**src/rtl/uart_rx_pkg.sv**
```systemverilog
package uart_rx_pkg;
  typedef enum logic [2:0] {
    RX_IDLE,
    RX_START,
    RX_DATA,
    RX_PAR,
    RX_STOP
  } rx_state_e;
endpackage

```
**src/rtl/rx_sync.sv**
```systemverilog
module rx_sync #(
  parameter int STAGES = 2
) (
  input  logic clk,
  input  logic rst_n,
  input  logic din,
  output logic dout
);
  logic [STAGES-1:0] q;

  generate
    if (STAGES == 1) begin : g_one
      always_ff @(posedge clk) begin
        if (!rst_n) q <= '1;
        else        q <= din;
      end
    end else begin : g_many
      always_ff @(posedge clk) begin
        if (!rst_n) q <= '1;
        else        q <= {q[STAGES-2:0], din};
      end
    end
  endgenerate

  assign dout = q[STAGES-1];
endmodule

```
**src/rtl/rx_framer.sv**
```systemverilog
module rx_framer
  import uart_rx_pkg::*;
#(
  parameter int OVS    = 16,
  parameter int DATA_W = 8
) (
  input  logic              clk,
  input  logic              rst_n,
  input  logic              tick,
  input  logic              rxd,
  input  logic              par_en,
  input  logic              par_odd,
  output logic              busy,
  output logic              done,
  output logic [DATA_W-1:0] byte_out,
  output logic              par_bad
);
  localparam int CW  = $clog2(OVS);
  localparam int NBW = (DATA_W > 1) ? $clog2(DATA_W) : 1;
  localparam logic [CW-1:0]  LAST = CW'(OVS - 1);
  localparam logic [CW-1:0]  MID  = CW'(OVS / 2 - 1);
  localparam logic [NBW-1:0] NLST = NBW'(DATA_W - 1);

  rx_state_e         state;
  logic [CW-1:0]     cnt;
  logic [NBW-1:0]    nbit;
  logic [DATA_W-1:0] shreg;
  logic              pbit;

  always_ff @(posedge clk) begin
    if (!rst_n) begin
      state <= RX_IDLE;
      cnt   <= '0;
      nbit  <= '0;
      shreg <= '0;
      pbit  <= 1'b0;
    end else if (tick) begin
      case (state)
        RX_IDLE: begin
          if (!rxd) begin
            state <= RX_START;
            cnt   <= '0;
          end
        end
        RX_START: begin
          if (cnt == MID) begin
            cnt   <= '0;
            nbit  <= '0;
            state <= rxd ? RX_IDLE : RX_DATA;
          end else begin
            cnt <= cnt + 1'b1;
          end
        end
        RX_DATA: begin
          if (cnt == LAST) begin
            cnt   <= '0;
            shreg <= {shreg[DATA_W-2:0], rxd};
            if (nbit == NLST) state <= par_en ? RX_PAR : RX_STOP;
            else              nbit  <= nbit + 1'b1;
          end else begin
            cnt <= cnt + 1'b1;
          end
        end
        RX_PAR: begin
          if (cnt == LAST) begin
            cnt   <= '0;
            pbit  <= rxd;
            state <= RX_STOP;
          end else begin
            cnt <= cnt + 1'b1;
          end
        end
        RX_STOP: begin
          if (cnt == LAST) begin
            cnt   <= '0;
            state <= RX_IDLE;
          end else begin
            cnt <= cnt + 1'b1;
          end
        end
        default: state <= RX_IDLE;
      endcase
    end
  end

  assign busy     = (state == RX_DATA) || (state == RX_PAR) || (state == RX_STOP);
  assign done     = tick && (state == RX_STOP) && (cnt == LAST);
  assign byte_out = shreg;
  assign par_bad  = par_en && ((^{shreg, pbit}) != par_odd);
endmodule

```
**src/rtl/rx_buffer.sv**
```systemverilog
module rx_buffer #(
  parameter int DATA_W = 8
) (
  input  logic              clk,
  input  logic              rst_n,
  input  logic              done,
  input  logic [DATA_W-1:0] byte_in,
  input  logic              par_bad,
  input  logic              rd_ready,
  input  logic              clr_full,
  input  logic              clr_perr,
  input  logic              clr_ovr,
  output logic [DATA_W-1:0] rd_data,
  output logic              rd_valid,
  output logic              full,
  output logic              perr,
  output logic              ovr
);
  logic take;
  logic ovr_ev;
  logic load;

  assign take   = rd_valid && rd_ready;
  assign ovr_ev = done && full && rd_valid && !take;
  assign load   = done && !ovr_ev;

  always_ff @(posedge clk) begin
    if (!rst_n) begin
      rd_data  <= '0;
      rd_valid <= 1'b0;
      full     <= 1'b0;
      perr     <= 1'b0;
      ovr      <= 1'b0;
    end else begin
      if (load) rd_data <= byte_in;
      rd_valid <= (rd_valid && !take) || load;
      full     <= (full && !clr_full) || load;
      perr     <= (perr && !clr_perr) || (load && par_bad);
      ovr      <= (ovr && !clr_ovr) || ovr_ev;
    end
  end
endmodule

```
**src/rtl/msb_uart_rx.sv**
```systemverilog
module msb_uart_rx #(
  parameter int OVS         = 16,
  parameter int DATA_W      = 8,
  parameter int SYNC_STAGES = 2
) (
  input  logic              clk,
  input  logic              rst_n,
  input  logic              tick,
  input  logic              rxd,
  input  logic              par_en,
  input  logic              par_odd,
  output logic [DATA_W-1:0] rd_data,
  output logic              rd_valid,
  input  logic              rd_ready,
  input  logic              clr_full,
  input  logic              clr_perr,
  input  logic              clr_ovr,
  output logic              busy,
  output logic              full,
  output logic              perr,
  output logic              ovr,
  output logic              irq
);
  logic              rx_s;
  logic              done;
  logic [DATA_W-1:0] shifted;
  logic              par_bad;

  rx_sync #(.STAGES(SYNC_STAGES)) u_sync (
    .clk(clk), .rst_n(rst_n), .din(rxd), .dout(rx_s)
  );

  rx_framer #(.OVS(OVS), .DATA_W(DATA_W)) u_framer (
    .clk(clk), .rst_n(rst_n), .tick(tick), .rxd(rx_s),
    .par_en(par_en), .par_odd(par_odd), .busy(busy),
    .done(done), .byte_out(shifted), .par_bad(par_bad)
  );

  rx_buffer #(.DATA_W(DATA_W)) u_buf (
    .clk(clk), .rst_n(rst_n), .done(done), .byte_in(shifted),
    .par_bad(par_bad), .rd_ready(rd_ready), .clr_full(clr_full),
    .clr_perr(clr_perr), .clr_ovr(clr_ovr), .rd_data(rd_data),
    .rd_valid(rd_valid), .full(full), .perr(perr), .ovr(ovr)
  );

  assign irq = full || perr || ovr;
endmodule

```
**config.mk**
```make
export PLATFORM = sky130hd
export DESIGN_NAME = msb_uart_rx
export DESIGN_NICKNAME = d
export VERILOG_FILES = /design/src/rtl/uart_rx_pkg.sv /design/src/rtl/rx_sync.sv /design/src/rtl/rx_framer.sv /design/src/rtl/rx_buffer.sv /design/src/rtl/msb_uart_rx.sv
export SDC_FILE = /design/constraint.sdc
export NUM_CORES = 1
export LEC_CHECK = 0
export CAP_MARGIN = 20
export CELL_PAD_IN_SITES_DETAIL_PLACEMENT = 0
export CELL_PAD_IN_SITES_GLOBAL_PLACEMENT = 1
export CORE_ASPECT_RATIO = 1.4
export CORE_MARGIN = 2
export CORE_UTILIZATION = 44
export CTS_CLUSTER_SIZE = 28
export DETAILED_ROUTE_END_ITERATION = 7
export PLACE_DENSITY = 0.89
export SYNTH_ARGS = -nofsm -noshare
export SYNTH_HDL_FRONTEND = slang
export SYNTH_SLANG_ARGS = --single-unit
```
**constraint.sdc**
```tcl
create_clock -name clk -period 3.7 [get_ports clk]
set_clock_uncertainty 0.1 [all_clocks]
set_input_delay 0.925 -clock clk [delete_from_list [all_inputs] [get_ports clk]]
set_output_delay 0.925 -clock clk [all_outputs]
set_load 0.05 [all_outputs]
```
==> results.yml <==
sta:
  finalSetupViolCount: 0
  finalSetupTns_ns: 0
  hold_violations: 0
  grt_setup_unrepaired: "no"
  finalCriticalPeriod_ns: 3.255
  max_freq_mhz: 307.2
  slew_violations: 0
  relSlewSlack: 0.3578
  whs_ns: 0.3238
  worst_pin_slew_ns: 0.9603
  post-route-period-util: 0.8797
clock_tree:
  root_buffer: "clkbuf_8"
  cts_tree: "yes"
  holdBufCountCts: 0
  clkTransAtPathRegs_ns: 0.07
  cts_buffer_depth: 2
  clock_sinks: 33
  post_cts_buffers: 0
  clk_latency_ns: 0.29
  post_cts_resize_count: 0
  cts_made_buffers: 5
  htree_levels: 2
worst_setup_path:
  crit_arrival_ns: 2.23
  r2r_start: "u_framer.cnt[0]$_SDFFE_PN0P_"
  start_kind: "flip-flop"
  endpoint: "busy"
  crit_type: "flip-flop to output pin"
  r2r_end: "u_framer.byte_out[3]$_SDFFE_PN0P_"
  startpoint: "u_framer.state[2]$_SDFFE_PN0P_"
  cp-end-kind: "output pin"
  critPathMaxFanout: 13
  rrSetupSlack_ns: 1.67
  r2r_cells: 5
  worstPathRequired_ns: 2.67
synth:
  synthTopCellsByArea: "dfxtp_1, mux2i_1, nor2b_1"
  syn_inst: 178
  ys_seq_area_frac: 0.4040
  avgSynthCellArea_um2: 9.187
  synth_area_um2: 1635
  synth-seq-cells: 33
  yosysUniqueCellTypes: 44
  ys_async_sr_fraction: 0
  synth_enable_flop_cells: 0
  netlist.area_leader.share: 0.4040
  yosysWarnings: 0
  yosys.area.top_type: "dfxtp_1"
  ys.flop_type: "dfxtp_1"
  syn_nets: 191
floorplanning:
  io_pins: 24
  die_w_um: 55.53
  die-height_um: 76.14
  core_area_um2: 3611
  fp-row-count: 26
  initial_utilization: 0.4529
  die_area_um2: 4227
global_routing:
  grt_first_pass_wirelength_mm: 6.147
  top_usage_layer: "met2"
  grt_util_met2: 0.3238
  grt.overflow.total: 0
  grt_pass1_vias: 1350
  use_met1: 0.2004
  grt_max_degree: 35
  antenna_found_initial: 0
  grt_usage: 0.1791
  grtUsageMet3: 0.04754
final_layout:
  antenna-diode-count: 0
  syn_to_final_growth_pct: 19.74
  drive_gt1_frac: 0.07960
  nNetsFinal: 213
placement:
  post-dp-hpwl_mm: 2.492
  io_buffers: 23
  gp_congestion: 0.9079
min_path:
  min_path_type: "flip-flop to flip-flop"
  hold_depth: 1
detailed_routing:
  drc: 0
  wire_per_inst_um: 14.21
  avgViaCountPerCell: 5.416
  drtIter0Drc: 45
  vias: 1316
  dr.pass1.iters: 4
  routed_wl_mm: 3.453
  drtAntennaViolNets: 0
pwr:
  leakagePower_nw: 0.7274
  power_density_nw_per_um2: 337.3
  ir_drop_uv: 313.2
flow_run:
  maxCapViolCount: 0
status:
  outcome: "complete, no violations"
[through the flow]
step | utilization | std cells | power [mW] | setup slack, ns | area (µm²)
6_report | 0.5423 | 243 | 0.6604 | 0.4453 | 1958
5_1_grt | 0.5423 | 243 | 0.6851 | 0.3612 | 1958
4_1_cts | 0.5423 | 243 | 0.6641 | 0.4459 | 1958
3_5_place_dp | 0.5194 | 235 | 0.4068 | 0.7575 | 1876
3_3_place_gp | 0.5194 | 235 | 0.4061 | 0.7543 | 1876
2_1_floorplan | - | 178 | 0.3915 | 1.406 | 1635
[worst min-delay path by stage]
stage | startpoint | endpoint | slack, ns
2_1_floorplan | u_sync.q[0]$_SDFF_PN1_ | u_sync.q[1]$_SDFF_PN1_ | 0.29
3_3_place_gp | u_sync.q[0]$_SDFF_PN1_ | u_sync.q[1]$_SDFF_PN1_ | 0.29
3_5_place_dp | u_sync.q[0]$_SDFF_PN1_ | u_sync.q[1]$_SDFF_PN1_ | 0.31
4_1_cts | u_sync.q[0]$_SDFF_PN1_ | u_sync.q[1]$_SDFF_PN1_ | 0.33
5_1_grt | u_sync.q[0]$_SDFF_PN1_ | u_sync.q[1]$_SDFF_PN1_ | 0.35
6_report | u_sync.q[0]$_SDFF_PN1_ | u_sync.q[1]$_SDFF_PN1_ | 0.32
[cells in the mapped netlist, types with 2 or more instances]
master    instances
clkbuf_1          5
and2_1            2
xnor2_1           9
o21ai_0          11
mux2i_1          12
a21boi_0         10
nor2_1            4
nor4_1            2
or3_1             5
a21oi_1           4
inv_1             5
nand3_1           2
nor2b_1          16
dfxtp_1          33
nand2b_1          6
a21boi_1          5
nor3_1            2
nand2_1          17
ha_1              3
[state kept, by name, indices dropped and copies added (netlist names)]
| register | count |
|---|---|
| u_buf.rd_data | 8 |
| u_framer.byte_out | 8 |
| u_framer.cnt | 4 |
| u_framer.nbit | 3 |
| u_framer.state | 3 |
| u_sync.q | 2 |
| u_buf.full | 1 |
| u_buf.ovr | 1 |
| u_buf.perr | 1 |
| u_buf.rd_valid | 1 |
| u_framer.pbit | 1 |
[power breakdown]
group          switching (mW)  total [mW]  internal, mW
Combinational          0.0165      0.0389        0.0224
Clock                   0.131       0.262         0.130
Sequential            0.00299       0.360         0.357
[layer usage]
layer,part of all wire,vias to the layer above,routed length [µm]
met5,0,-,0
met4,0.0084,0,29
met3,0.036,4,123
met2,0.54,22,1855
met1,0.42,627,1445
li1,-,663,-
[layout by cell type (no fill, tap or decap), types with 6 or more instances in the layout]
cell	netlist	routed
dfxtp_1	33	33
clkdlybuf4s50_1	0	23
nand2b_1	6	6
mux2i_1	12	12
xnor2_1	9	9
o21ai_0	11	11
nor2b_1	16	16
nand2_1	17	17
a21boi_0	10	10
[critical path: stages (launching register included)]
cell and delay (ns):
dfxtp_1 0.56, or3b_1 0.48, nand2_1 0.10, clkdlybuf4s50_1 0.80
[kinds of logic (layout without fill, tap and decap cells)]
| kind of cell | after synthesis | count (layout) | synth area share |
|---|---|---|---|
| compound gates | 40 | 40 | 0.1691 |
| xor+xnor | 9 | 9 | 0.04820 |
| fa+ha+maj | 3 | 3 | 0.02296 |
| buf+inv | 14 | 37 | 0.03978 |
| flops | 33 | 33 | 0.4040 |
| mux | 12 | 12 | 0.07345 |
| simple gates | 67 | 67 | 0.2425 |
[layout make-up]
| cell class | instances | area, µm² |
|---|---|---|
| Sequential cell | 33 | 660.6 |
| Timing Repair Buffer | 23 | 230.2 |
| Clock inverter | 2 | 10.01 |
| Tap cell | 42 | 52.55 |
| Inverter | 6 | 22.52 |
| Multi-Input combinational cell | 131 | 909.6 |
| Clock buffer | 6 | 72.57 |
| Fill cell | 344 | 1653 |
No activity file was read; power rests on OpenSTA's default activity.
